$ cat config.mk
export PLATFORM = sky130hd
export DESIGN_NAME = reload_counter
export DESIGN_NICKNAME = d
export VERILOG_FILES = /design/src/rtl/reload_counter_pkg.sv /design/src/rtl/reload_counter_core.sv /design/src/rtl/reload_counter_shape.sv /design/src/rtl/reload_counter.sv
export SDC_FILE = /design/constraint.sdc
export NUM_CORES = 1
export LEC_CHECK = 0
export BUFFER_PORTS_ARGS = -buffer_cell sky130_fd_sc_hd__buf_2
export CAP_MARGIN = 10
export CORE_ASPECT_RATIO = 0.5
export CORE_MARGIN = 2
export CORE_UTILIZATION = 45
export DETAILED_ROUTE_END_ITERATION = 12
export PLACE_DENSITY = 0.67
export SETUP_SLACK_MARGIN = 0.15
export SYNTH_ARGS = -nofsm -noshare
export SYNTH_HDL_FRONTEND = slang
export SYNTH_SLANG_ARGS = --single-unit
export TNS_END_PERCENT = 30
$ cat constraint.sdc
create_clock -name clk -period 2.25 [get_ports clk]
set_clock_uncertainty 0.2 [all_clocks]
set_input_delay 0.45 -clock clk [delete_from_list [all_inputs] [get_ports clk]]
set_output_delay 0.45 -clock clk [all_outputs]
set_load 0.005 [all_outputs]
$ cat src/rtl/reload_counter_pkg.sv
package reload_counter_pkg;
  typedef enum logic {
    SHAPE_PULSE  = 1'b0,
    SHAPE_TOGGLE = 1'b1
  } shape_e;
endpackage

$ cat src/rtl/reload_counter_core.sv
module reload_counter_core #(
  parameter int W = 16
) (
  input  logic         clk,
  input  logic         rst,
  input  logic         cnt_en,
  input  logic         gate,
  input  logic         load_we,
  input  logic [W-1:0] load_val,
  output logic [W-1:0] cnt_o,
  output logic [W-1:0] hold_o,
  output logic         tc_hit
);
  localparam logic [W-1:0] ONE = W'(1);

  logic [W-1:0] cnt_q, hold_q;
  logic         step;

  assign step   = cnt_en & gate;
  assign tc_hit = step & (cnt_q == ONE);

  always_ff @(posedge clk) begin
    if (rst) begin
      cnt_q  <= '0;
      hold_q <= '0;
    end else begin
      if (load_we) hold_q <= load_val;
      if (load_we && !gate) begin
        cnt_q <= load_val;
      end else if (tc_hit) begin
        cnt_q <= hold_q;  // old holding value if a write coincides
      end else if (step) begin
        cnt_q <= cnt_q - ONE;  // zero wraps to all ones
      end
    end
  end

  assign cnt_o  = cnt_q;
  assign hold_o = hold_q;
endmodule

$ cat src/rtl/reload_counter_shape.sv
module reload_counter_shape
  import reload_counter_pkg::*;
(
  input  logic clk,
  input  logic rst,
  input  logic tc_hit,
  input  logic mode_toggle,
  input  logic pol_inv,
  output logic tc_flag,
  output logic out_sig
);
  logic   tc_q, tog_q, shaped;
  shape_e form;

  assign form = shape_e'(mode_toggle);

  always_ff @(posedge clk) begin
    if (rst) begin
      tc_q  <= 1'b0;
      tog_q <= 1'b0;
    end else begin
      tc_q  <= tc_hit;
      tog_q <= tog_q ^ tc_hit;
    end
  end

  always_comb begin
    unique case (form)
      SHAPE_TOGGLE: shaped = tog_q;
      default:      shaped = tc_q;
    endcase
  end

  assign tc_flag = tc_q;
  assign out_sig = shaped ^ pol_inv;
endmodule

$ cat src/rtl/reload_counter.sv
module reload_counter #(
  parameter int W = 16
) (
  input  logic         clk,
  input  logic         rst,
  input  logic         cnt_en,
  input  logic         gate,
  input  logic         load_we,
  input  logic [W-1:0] load_val,
  input  logic         mode_toggle,
  input  logic         pol_inv,
  output logic         out_sig,
  output logic         tc_flag
);
  logic [W-1:0] cnt_val, hold_val;
  logic         tc_hit;

  reload_counter_core #(.W(W)) u_core (
    .clk(clk), .rst(rst), .cnt_en(cnt_en), .gate(gate),
    .load_we(load_we), .load_val(load_val),
    .cnt_o(cnt_val), .hold_o(hold_val), .tc_hit(tc_hit)
  );

  reload_counter_shape u_shape (
    .clk(clk), .rst(rst), .tc_hit(tc_hit),
    .mode_toggle(mode_toggle), .pol_inv(pol_inv),
    .tc_flag(tc_flag), .out_sig(out_sig)
  );
endmodule

Word-level counts from Yosys, hierarchy flattened:

Index checks and enable logic that the tools add are counted.

* memory bits (writable): 0
* latch bits: 0
* logic and storage cells: 17
* input port bits: 23
* bits in registers: 34
* memories kept: 0
* ROM bits: 0

* reduce and logical (&&, ||, !) cells: 3
* div/mod/pow operators: 0
* order comparisons: 0
* shift operators: 0
* $add $sub $neg: 1
* bitwise gates (word level): 4
* eq/ne operators: 1
* multiplexer cells: 4
* multipliers: 0

Operator list (count)
* $mux 16: 3
* $eq 16x1->1 const B: 1
* $sub 16x1->16 const B: 1
* $reduce_bool 3->1: 1
* $and 1x1->1: 2
* $xor 1x1->1: 2
* $logic_and 1x1->1: 1
* $logic_not 1->1: 1
* $mux 1: 1

Depth between registers and ports, before layout:

Gate-level depths: netlist of the first run.

* depth after elaboration: 4
* mapped depth: 8

By module:

From an unflattened synthesis of the first run, not the netlist that was laid out.

* cells, all modules: 208
* area, all modules: 1854.3 um^2

By module, submodules not included
* reload_counter_core: area an instance 1776.7 um^2, times used 1, sequential area each 640.6 um^2, cells an instance 201
* reload_counter_shape: area an instance 77.6 um^2, times used 1, sequential area each 40.0 um^2, cells an instance 7

Worst setup path after synthesis of the first run:

Ideal clock, no wire load.

* path type: input to register
* start point: input load_we
* end point: register u_core.cnt_q[13], in the netlist u_core.cnt_o[13]
* slack: 0.038 ns
* arrival time: 1.933 ns
* required time: 1.971 ns
* stages: 7
* path buffers: 3
* path through: clkbuf_1 > nor2b_1 > clkbuf_1 > clkbuf_1 > a22oi_1 > or2_2 > o211ai_1

* longest elaborated chain between the ends: 2
* elaborated cells between the ends (all ways): 3

Ends and longest elaborated chain
* start: declaration: RTL line reload_counter.sv:8 `input logic load_we,`
* $logic_and 1x1->1 *: RTL line reload_counter_core.sv:28 `if (load_we && !gate) begin`
* $reduce_bool 3->1 (no source line) or $mux 16 (tied branches)
* end signal: assignment: RTL line reload_counter_core.sv:29 `cnt_q <= load_val;`
* end signal: assignment: RTL line reload_counter_core.sv:31 `cnt_q <= hold_q;`
* end signal: assignment: RTL line reload_counter_core.sv:33 `cnt_q <= cnt_q - ONE;`
* end: declaration: RTL line reload_counter_core.sv:16 `logic [W-1:0] cnt_q, hold_q;`

Every way passes the cells marked *; elsewhere a longest branch is shown, timed or not.
A chain may end at the register's enable or synchronous reset.

Worst setup path in the final report of the first run:

* start point: register u_core.cnt_q[12], in the netlist u_core.cnt_o[12]
* end point: register u_core.cnt_q[7], in the netlist u_core.cnt_o[7]

* longest elaborated chain between the ends: 4
* elaborated cells between the ends (all ways): 5

Ends and longest elaborated chain
* $eq 16x1->1 *: RTL line reload_counter_core.sv:20 `assign tc_hit = step & (cnt_q == ONE);`
* $and 1x1->1 *: RTL line reload_counter_core.sv:20
* $mux 16: RTL line reload_counter_core.sv:30 `end else if (tc_hit) begin`
* $mux 16: RTL line reload_counter_core.sv:28

Marked as above.

==> results of run 1 <==
[layout by cell type (no fill, tap or decap), types with 3 or more instances in the layout]
| cell | instances |
|---|---|
| xor2_1 | 4 |
| o32ai_2 | 3 |
| nor2_1 | 32 |
| nand2_1 | 4 |
| o22ai_1 | 4 |
| clkbuf_8 | 6 |
| dfxtp_1 | 33 |
| a311o_1 | 5 |
| o211ai_1 | 4 |
| nor3_1 | 9 |
| buf_2 | 24 |
| buf_4 | 19 |
| mux2i_1 | 20 |
| a22oi_1 | 15 |
| xnor2_1 | 9 |
| inv_1 | 3 |
| nand3_1 | 5 |
| or2_2 | 5 |
[cell families after synthesis]
family / synth area share
muxes: 0.1103
DFF: 0.3749
xor gates and xnor gates: 0.06272
buffers and inverters: 0.04273
and+or+nand+nor: 0.2178
adders and majority gates: 0.01378
AOI/OAI and AO/OA: 0.1778
[what timing repair did]
item	4_1_cts	5_1_grt
setup endpoints to repair	12	15
pin swaps	0	4
setup buffers	0	5
gates resized for setup	2	6
hold buffers	0	0
[flip-flops by register name (all words and copies together), names as in the netlist]
signal           cells
u_shape.tc_flag      1
u_shape.tog_q        1
u_core.hold_o       16
u_core.cnt_o        16
[worst paths after layout]
path | startpoint | endpoint | slack, ns | cells after the start
worst min register to register | u_core.hold_o[7] | u_core.hold_o[7] | 0.30 | 2
worst max register to register | u_core.cnt_o[12] | u_core.cnt_o[7] | 0.20 | 6
worst max-delay path | u_core.cnt_o[12] | u_core.cnt_o[7] | 0.20 | 6
worst min-delay path | load_val[2] | u_core.hold_o[2] | 0.21 | 3
[power by group]
part / switching, W / internal, W
Sequential: 0.0000500 / 0.000650
Combinational: 0.000214 / 0.000215
Clock: 0.000229 / 0.000247
[area by class of cell]
class,count,area [um2]
Inverter,3,11.26
Sequential cell,34,681.9
Fill cell,363,1673
Tap cell,54,67.56
Clock inverter,1,5.005
Timing Repair Buffer,44,274.0
Clock buffer,7,86.33
Multi-Input combinational cell,147,1085
[metrics by stage]
stage | setup slack, ns | util | instance area [um2] | cells
6_report | 0.2003 | 0.5693 | 2211 | 290
3_5_place_dp | 0.03379 | 0.5287 | 2053 | 277
4_1_cts | 0.1383 | 0.5541 | 2152 | 285
5_1_grt | 0.1451 | 0.5693 | 2211 | 290
3_3_place_gp | 0.06986 | 0.5287 | 2053 | 277
2_1_floorplan | 0.1268 | - | 1821 | 199
[layer usage]
layer	track usage	up-vias	wire [um]
met5	0	-	0
met4	0.07488	0	76
met3	0.05410	7	169
met2	0.3071	34	1933
met1	0.3153	777	2316
li1	-	803	-
[critical path, stage by stage, from the launching register on]
cell	delay, ns
dfxtp_1	0.31
or4_4	0.54
nand3b_4	0.20
nor3_4	0.16
buf_6	0.18
nor3_1	0.06
a311o_1	0.27
==> results.ini, run 1 <==
[sta]
rsz0062_at_grt=yes
max_slew_margin=0.6360
tns_ns=0
tightest_slew_ns=0.5439
setup_violations=0
hold_viol_final=0
min_period_ns=2.050
max_freq_mhz=487.9
maxSlewViolCount=0
period_share=0.9110
holdWs_ns=0.2125

[clock_network]
clkSinkCount=34
clock_latency_ns=0.29
cts_made_buffers=5
root_buffer=clkbuf_8
cts_tree=built
cts_buffer_depth=2
h-tree-depth=2
path_clk_slew_ns=0.07

[run]
drv_cap=0

[setup_path]
critPathLaunchType=register
worstPathRequired_ns=2.23
cp-end-kind=register
crit_fanout=12
arrival_ns=2.03
critPathKind=register to register

[routing]
drtIter0Drc=81
drt-pass1-iter-count=4
drcViolationCount=0
wl_per_cell_um=15.51
ant_nets=0
wl_um=4497
vias=1621
viasPerCell=5.590

[yosys]
yosys-top-cells-area=dfxtp_1 (37%), mux2i_1 (11%), nor2_1 (6.6%), a22oi_1 (6.2%), xnor2_1 (4.3%)
synth_area_um2=1815
async_flop_share=0
synth.avg_cell_area_um2=9.123
synth_enable_flop_cells=0
yosysSeqAreaShare=0.3749
synth_commonest_cells=dfxtp_1 (34), nor2_1 (32), mux2i_1 (20)
syn_nets=224
synthCells=199
synth_top_area_frac=0.3749
yosys.area.top_type=dfxtp_1
synthDistinctLibCells=38
yosys_warnings=0
yosysMostFrequentCell=dfxtp_1
ys.flop_type=dfxtp_1
synth-seq-cells=34

[cells_and_area]
diodes=0
drive_gt1_frac=0.3008
final_nets=260
syn_to_final_growth_pct=21.78

[global_route]
grt_pass1_wl_um=7617
grt_usage=0.2153
grt_pass1_vias=1556
grt_max_degree=35
grt_antenna_before_repair=0
grt_overflow=0

[floorplanning]
io_pins=25
core-area_um2=3884
rows=16
die_area_um2=4589
fp.dieW_um=93.83
start_util=0.4675
die_height_um=48.92

[power_and_ir_drop]
powerDensity_nw_per_um2=725.8
fin_total_pwr_w=0.001605
p_leak_nw=0.9223
vdd_drop_max_mv=0.2620

[worst_hold_path]
hp-class=input pin to register

[placed_design]
io_buffers=24
gp_congestion=0.8506
hpwlAfterDp_um=2950

[outcome]
outcome=finished, final reports clean

No activity file was read; power rests on OpenSTA's default activity.
==> run 2: changes to the inputs <==
--- a/config.mk
+++ b/config.mk
@@ -5,6 +5,7 @@
 export SDC_FILE = /design/constraint.sdc
 export NUM_CORES = 1
 export LEC_CHECK = 0
+export ABC_AREA = 1
 export BUFFER_PORTS_ARGS = -buffer_cell sky130_fd_sc_hd__buf_2
 export CAP_MARGIN = 10
 export CORE_ASPECT_RATIO = 0.5
==> results.ini, run 2 <==
[power_and_ir_drop]
power.switching_w=0.0005945  ; was 0.0004922 W
p_leak_nw=1.090  ; was 0.9223 nW
intPower_w=0.001062  ; was 0.001112 W
p_seq_frac=0.413  ; was 0.436
vdd_drop_max_mv=0.2542  ; was 0.2620 mV
p_sw_frac=0.3588  ; was 0.3068
comb_power_share=0.293  ; was 0.267
p_clk_frac=0.294  ; was 0.296
powerDensity_nw_per_um2=705.2  ; was 725.8 nW/um2

[clock_network]
clock_latency_ns=0.30  ; was 0.29 ns
cts_buffer_depth=2  ; unchanged
h-tree-depth=2  ; unchanged
root_buffer=clkbuf_8  ; unchanged
path_clk_slew_ns=0.07  ; about the same
clkSinkCount=34  ; unchanged
cts_tree=built  ; unchanged
cts_made_buffers=5  ; unchanged

[routing]
drtIter0Drc=156  ; was 81
vias=2166  ; was 1621
ant_nets=0  ; unchanged
wl_per_cell_um=14.24  ; was 15.51 um
drt-pass1-iter-count=5  ; was 4
drcViolationCount=0  ; unchanged
wl_um=5711  ; was 4497 um
viasPerCell=5.401  ; was 5.590

[cells_and_area]
final_nets=368  ; was 260
nFillCells=444  ; was 363
final_cell_mix=inv_1 (72), nand2_1 (39), dfxtp_1 (34)  ; was dfxtp_1 (33), nor2_1 (32), buf_2 (24)
diodes=0  ; unchanged
final_util=0.5286  ; was 0.5693
syn_to_final_growth_pct=11.32  ; was 21.78%
layout_commonest_cell=inv_1  ; was dfxtp_1
drive_gt1_frac=0.1657  ; was 0.3008

[floorplanning]
die_height_um=52.43  ; was 48.92 um
start_util=0.4748  ; was 0.4675
io_pins=25  ; unchanged
fp.dieW_um=100.9  ; was 93.83 um
core-area_um2=4446  ; was 3884 um2
rows=17  ; was 16
die_area_um2=5288  ; was 4589 um2

[yosys]
synth_simple_gate_area_frac=0.3142  ; was 0.2178
synth.avg_cell_area_um2=6.555  ; was 9.123 um2
yosysMostFrequentCell=inv_1  ; was dfxtp_1
synth_fa_ha_area_frac=0.01186  ; was 0.01378
yosys.area_share.xor_xnor=0.004149  ; was 0.06272
synth_enable_flop_cells=0  ; unchanged
yosys-top-cells-area=dfxtp_1 (32%), inv_1 (13%), nand3_1 (7.8%), a21oi_1 (7.6%), nand2_1 (6.9%)  ; was dfxtp_1 (37%), mux2i_1 (11%), nor2_1 (6.6%), a22oi_1 (6.2%), xnor2_1 (4.3%)
yosysSeqAreaShare=0.3225  ; was 0.3749
synth_area_um2=2111  ; was 1815 um2
synth_commonest_cells=inv_1 (72), nand2_1 (39), dfxtp_1 (34)  ; was dfxtp_1 (34), nor2_1 (32), mux2i_1 (20)
synth_compound_area_frac=0.1796  ; was 0.1778
ys.flop_type=dfxtp_1  ; unchanged
yosys_warnings=0  ; unchanged
synth_top_area_frac=0.3225  ; was 0.3749
synth_top_family_by_area=simple AND/OR/NAND/NOR gates  ; unchanged
muxShareOfSynthArea=0  ; was 0.1103
syn_nets=347  ; was 224
synthCells=322  ; was 199
yosys.area.top_type=dfxtp_1  ; unchanged
async_flop_share=0  ; unchanged
synthDistinctLibCells=25  ; was 38
synth-seq-cells=34  ; unchanged

[worst_hold_path]
hp-start=load_val[11]  ; was load_val[2]
hp-class=input pin to register  ; unchanged

[sta]
tightest_slew_ns=0.6049  ; was 0.5439 ns
rsz0062_at_grt=no  ; was yes
max_slew_margin=0.5957  ; was 0.6360
max_freq_mhz=517.3  ; was 487.9 MHz
setup_violations=0  ; unchanged
holdWs_ns=0.2143  ; was 0.2125 ns
fin_ws_ns=0.3168  ; was 0.2003 ns
tns_ns=0  ; unchanged
min_period_ns=1.933  ; was 2.050 ns
maxSlewViolCount=0  ; unchanged
hold_viol_final=0  ; unchanged
period_share=0.8592  ; was 0.9110

[global_route]
grt_usage=0.2448  ; was 0.2153
grt_max_degree=33  ; was 35
grt_pass1_wl_um=9804  ; was 7617 um
grt_overflow=0  ; unchanged
grt_pass1_vias=2091  ; was 1556
grt_antenna_before_repair=0  ; unchanged

[run]
drv_cap=0  ; unchanged

[setup_path]
crit_fanout=16  ; was 12
r2r-end=u_core.cnt_o[11]  ; was u_core.cnt_o[7]
crit_end=u_core.cnt_o[11]  ; was u_core.cnt_o[7]
critPathKind=register to register  ; unchanged
worstPathRequired_ns=2.28  ; was 2.23 ns
worstRegToRegCells=7  ; was 6
rr_startpoint=u_core.cnt_o[10]  ; was u_core.cnt_o[12]
r2r_slack_ns=0.32  ; was 0.20 ns
cp-startpoint=u_core.cnt_o[10]  ; was u_core.cnt_o[12]
critPathLaunchType=register  ; unchanged
cp-end-kind=register  ; unchanged
arrival_ns=1.96  ; was 2.03 ns

[placed_design]
gp_congestion=0.9801  ; was 0.8506
hpwlAfterDp_um=4071  ; was 2950 um
io_buffers=24  ; unchanged
place_ws_ns=0.3115  ; was 0.03379 ns

[outcome]
outcome=finished, final reports clean  ; unchanged

run 2: how the worst min path moves through the flow:
stage	endpoint	cells past startpoint
floorplan	u_shape.tog_q	2
global placement	u_shape.tog_q	2
detailed placement	u_shape.tog_q	2
CTS	u_core.hold_o[11]	3
global route	u_core.hold_o[11]	3
finish	u_core.hold_o[11]	3
run 2: repair_timing:
item,in CTS,in global routing
setup endpoints to repair,0,1
setup buffers,0,0
hold buffers,0,0
resized for setup,0,1
run 2: kinds of logic (layout without fill, tap and decap cells):
group / after synthesis / in the layout
xor+xnor: 1 / 1
flops: 34 / 34
simple gates: 127 / 127
fa+ha+maj: 2 / 2
buf+inv: 87 / 109
compound gates: 71 / 71
run 2: power by group through the flow:
stage	clock, W	combinational, W	sequential (W)
2_1_floorplan	0	0.000373	0.000687
3_3_place_gp	0	0.000462	0.000696
3_5_place_dp	0	0.000473	0.000697
4_1_cts	0.000495	0.000477	0.000683
5_1_grt	0.000514	0.000547	0.000692
6_report	0.000487	0.000485	0.000685
run 2: per-layer routing:
metal	wire length, um	vias up	part of all wire	GRT usage
met5	0	-	0	0
met4	139	0	0.024	0.1142
met3	444	14	0.078	0.06000
met2	2453	87	0.43	0.3789
met1	2673	976	0.47	0.3241
li1	-	1089	-	-
run 2: cell type report:
class | instances | area [um2] | share of cell area
clock buffers | 7 | 86.33 | 0.03674
repair buffers | 29 | 157.7 | 0.06709
multi-input cells | 201 | 1079 | 0.4590
clock inverters | 1 | 5.005 | 0.002130
flip-flops and latches | 34 | 680.7 | 0.2897
inverters | 72 | 270.3 | 0.1150
well taps | 57 | 71.32 | 0.03035
run 2: through the flow:
| step | instance area (um2) | total power [W] | std cells |
|---|---|---|---|
| after floorplan | 2111 | 0.001060 | 322 |
| after global placement | 2256 | 0.001158 | 393 |
| after detailed placement | 2256 | 0.001170 | 393 |
| after CTS | 2347 | 0.001655 | 401 |
| after global routing | 2350 | 0.001753 | 401 |
| final | 2350 | 0.001657 | 401 |
run 2: worst max-delay path, stage by stage, from the launching register on:
cell and delay, ns:
dfxtp_1 0.35, nor2_1 0.17, nand2_1 0.11, nor2_4 0.31, nand3_4 0.30, nand3_1 0.19
nand3_1 0.08, a21oi_1 0.16
==> run 3: changes to the inputs <==
--- a/config.mk
+++ b/config.mk
@@ -8,11 +8,13 @@
 export ABC_AREA = 1
 export BUFFER_PORTS_ARGS = -buffer_cell sky130_fd_sc_hd__buf_2
 export CAP_MARGIN = 10
+export CELL_PAD_IN_SITES_DETAIL_PLACEMENT = 1
+export CELL_PAD_IN_SITES_GLOBAL_PLACEMENT = 1
 export CORE_ASPECT_RATIO = 0.5
 export CORE_MARGIN = 2
-export CORE_UTILIZATION = 45
+export CORE_UTILIZATION = 37
 export DETAILED_ROUTE_END_ITERATION = 12
-export PLACE_DENSITY = 0.67
+export PLACE_DENSITY = 0.76
 export SETUP_SLACK_MARGIN = 0.15
 export SYNTH_ARGS = -nofsm -noshare
 export SYNTH_HDL_FRONTEND = slang
==> results.ini, run 3 (synthesized netlist as in run 2, its figures left out) <==
[setup_path]
cpMostUsedCell=nand3_1  ; unchanged
critPathLaunchType=register  ; unchanged
worstPathRequired_ns=2.26  ; was 2.28 ns
critPathKind=register to register  ; unchanged
arrival_ns=1.91  ; was 1.96 ns
cp-end-kind=register  ; unchanged
cp_slowest_stage_delay_ns=0.34  ; was 0.35 ns
path_cells=inv_1 -> ha_1 -> inv_1 -> nor2_1 -> nand3_1 -> nand3_1 -> nand3_1 -> a21oi_1  ; was nor2_1 -> nand2_1 -> nor2_4 -> nand3_4 -> nand3_1 -> nand3_1 -> a21oi_1
cp_num_buf_inv=2  ; was 0
crit_family=simple AND/OR/NAND/NOR gates  ; unchanged
cp_slowest_cell=dfxtp_1  ; unchanged
crit_fanout=6  ; was 16

[power_and_ir_drop]
intPower_w=0.001221  ; was 0.001062 W
p_clk_frac=0.357  ; was 0.294
p_sw_frac=0.3409  ; was 0.3588
p_seq_frac=0.371  ; was 0.413
power.switching_w=0.0006313  ; was 0.0005945 W
powerDensity_nw_per_um2=768.9  ; was 705.2 nW/um2
p_leak_nw=1.107  ; was 1.090 nW
vdd_drop_max_mv=0.3297  ; was 0.2542 mV
comb_power_share=0.272  ; was 0.293

[global_route]
grt_pass1_vias=2445  ; was 2091
grt_overflow=0  ; unchanged
grt_pass1_wl_um=11410  ; was 9804 um
grt_max_degree=33  ; unchanged
grt_usage=0.2277  ; was 0.2448
grt_antenna_before_repair=0  ; unchanged

[cells_and_area]
fin_cells=416  ; was 401
final_nets=368  ; unchanged
layout_commonest_cell=inv_1  ; unchanged
final_util=0.4386  ; was 0.5286
nFillCells=719  ; was 444
final_cell_mix=inv_1 (72), nand2_1 (39), dfxtp_1 (34)  ; unchanged
syn_to_final_growth_pct=14.11  ; was 11.32%
diodes=0  ; unchanged
drive_gt1_frac=0.1574  ; was 0.1657
stdcell_area_um2=2409  ; was 2350 um2

[placed_design]
place_ws_ns=0.3256  ; was 0.3115 ns
hpwlAfterDp_um=4775  ; was 4071 um
gp_congestion=0.8193  ; was 0.9801
dp_cells=409  ; was 393
io_buffers=24  ; unchanged
place_area_um2=2276  ; was 2256 um2

[sta]
maxSlewViolCount=0  ; unchanged
min_period_ns=1.901  ; was 1.933 ns
max_freq_mhz=526.0  ; was 517.3 MHz
period_share=0.8450  ; was 0.8592
rsz0062_at_grt=no  ; unchanged
tightest_slew_ns=0.6651  ; was 0.6049 ns
max_slew_margin=0.5555  ; was 0.5957
fin_ws_ns=0.3488  ; was 0.3168 ns
tns_ns=0  ; unchanged
setup_violations=0  ; unchanged
hold_viol_final=0  ; unchanged

[clock_network]
post-cts-setup-buffers=0  ; unchanged
clkSinkCount=34  ; unchanged
cts_buffer_depth=2  ; unchanged
clock_latency_ns=0.28  ; was 0.30 ns
hold_buffers=0  ; unchanged
path_clk_slew_ns=0.05  ; was 0.07 ns
cts_resized=0  ; unchanged
cts_tree=built  ; unchanged
h-tree-depth=2  ; unchanged
cts_made_buffers=5  ; unchanged
root_buffer=clkbuf_16  ; was clkbuf_8

[floorplanning]
rows=19  ; was 17
fp.dieW_um=110.8  ; was 100.9 um
start_util=0.3844  ; was 0.4748
io_pins=25  ; unchanged
die_height_um=57.41  ; was 52.43 um
die_area_um2=6362  ; was 5288 um2
core-area_um2=5492  ; was 4446 um2

[routing]
vias=2209  ; was 2166
wl_um=6563  ; was 5711 um
wl_per_cell_um=15.78  ; was 14.24 um
ant_nets=0  ; unchanged
drt-pass1-iter-count=4  ; was 5
drtIter0Drc=86  ; was 156
drcViolationCount=0  ; unchanged
viasPerCell=5.310  ; was 5.401

[outcome]
outcome=finished, final reports clean  ; unchanged

[worst_hold_path]
hp-class=input pin to register  ; unchanged

[run]
drv_cap=0  ; unchanged

-- run 3: worst paths after layout --
path,start,endpoint,cells past startpoint,slack [ns]
setup reg to reg,u_core.cnt_o[0],u_core.cnt_o[14],8,0.35
hold / removal,load_val[11],u_core.hold_o[11],3,0.24
setup / recovery,u_core.cnt_o[0],u_core.cnt_o[14],8,0.35
hold reg to reg,u_shape.tog_q,u_shape.tog_q,2,0.28
-- run 3: area by class of cell --
| class | count | area (um2) | area share |
|---|---|---|---|
| Timing Repair Buffer | 29 | 157.7 | 0.06545 |
| Inverter | 72 | 270.3 | 0.1122 |
| Sequential cell | 34 | 680.7 | 0.2826 |
| Tap cell | 73 | 91.34 | 0.03792 |
| Clock buffer | 7 | 132.6 | 0.05506 |
| Multi-Input combinational cell | 201 | 1076 | 0.4468 |
-- run 3: per-stage QoR --
stage	hold slack (ns)	total power [W]
floorplan	0.2442	0.001060
global placement	0.2681	0.001169
detailed placement	0.2713	0.001192
CTS	0.2433	0.001860
global route	0.2557	0.001956
finish	0.2398	0.001852
-- run 3: worst register-to-register path, stage by stage, from the launching register on --
cell and delay [ns]:
dfxtp_1 0.34, inv_1 0.19, ha_1 0.30, inv_1 0.11, nor2_1 0.23, nand3_1 0.12, nand3_1 0.11, nand3_1 0.08
a21oi_1 0.16
-- run 3: layer usage --
layer / share of wire / track usage / vias to the layer above / wire (um)
met5: 0 / 0 / - / 0
li1: - / - / 1092 / -
met3: 0.047 / 0.04463 / 13 / 310
met4: 0.018 / 0.08750 / 0 / 121
met2: 0.48 / 0.4163 / 61 / 3123
met1: 0.46 / 0.2709 / 1043 / 3008
-- run 3: power by group through the flow --
stage               registers, W  logic (W)  clock network (W)
global placement        0.000696   0.000473                  0
detailed placement      0.000698   0.000494                  0
floorplan               0.000687   0.000373                  0
global route            0.000694   0.000565           0.000698
CTS                     0.000687   0.000500           0.000674
finish                  0.000687   0.000504           0.000661
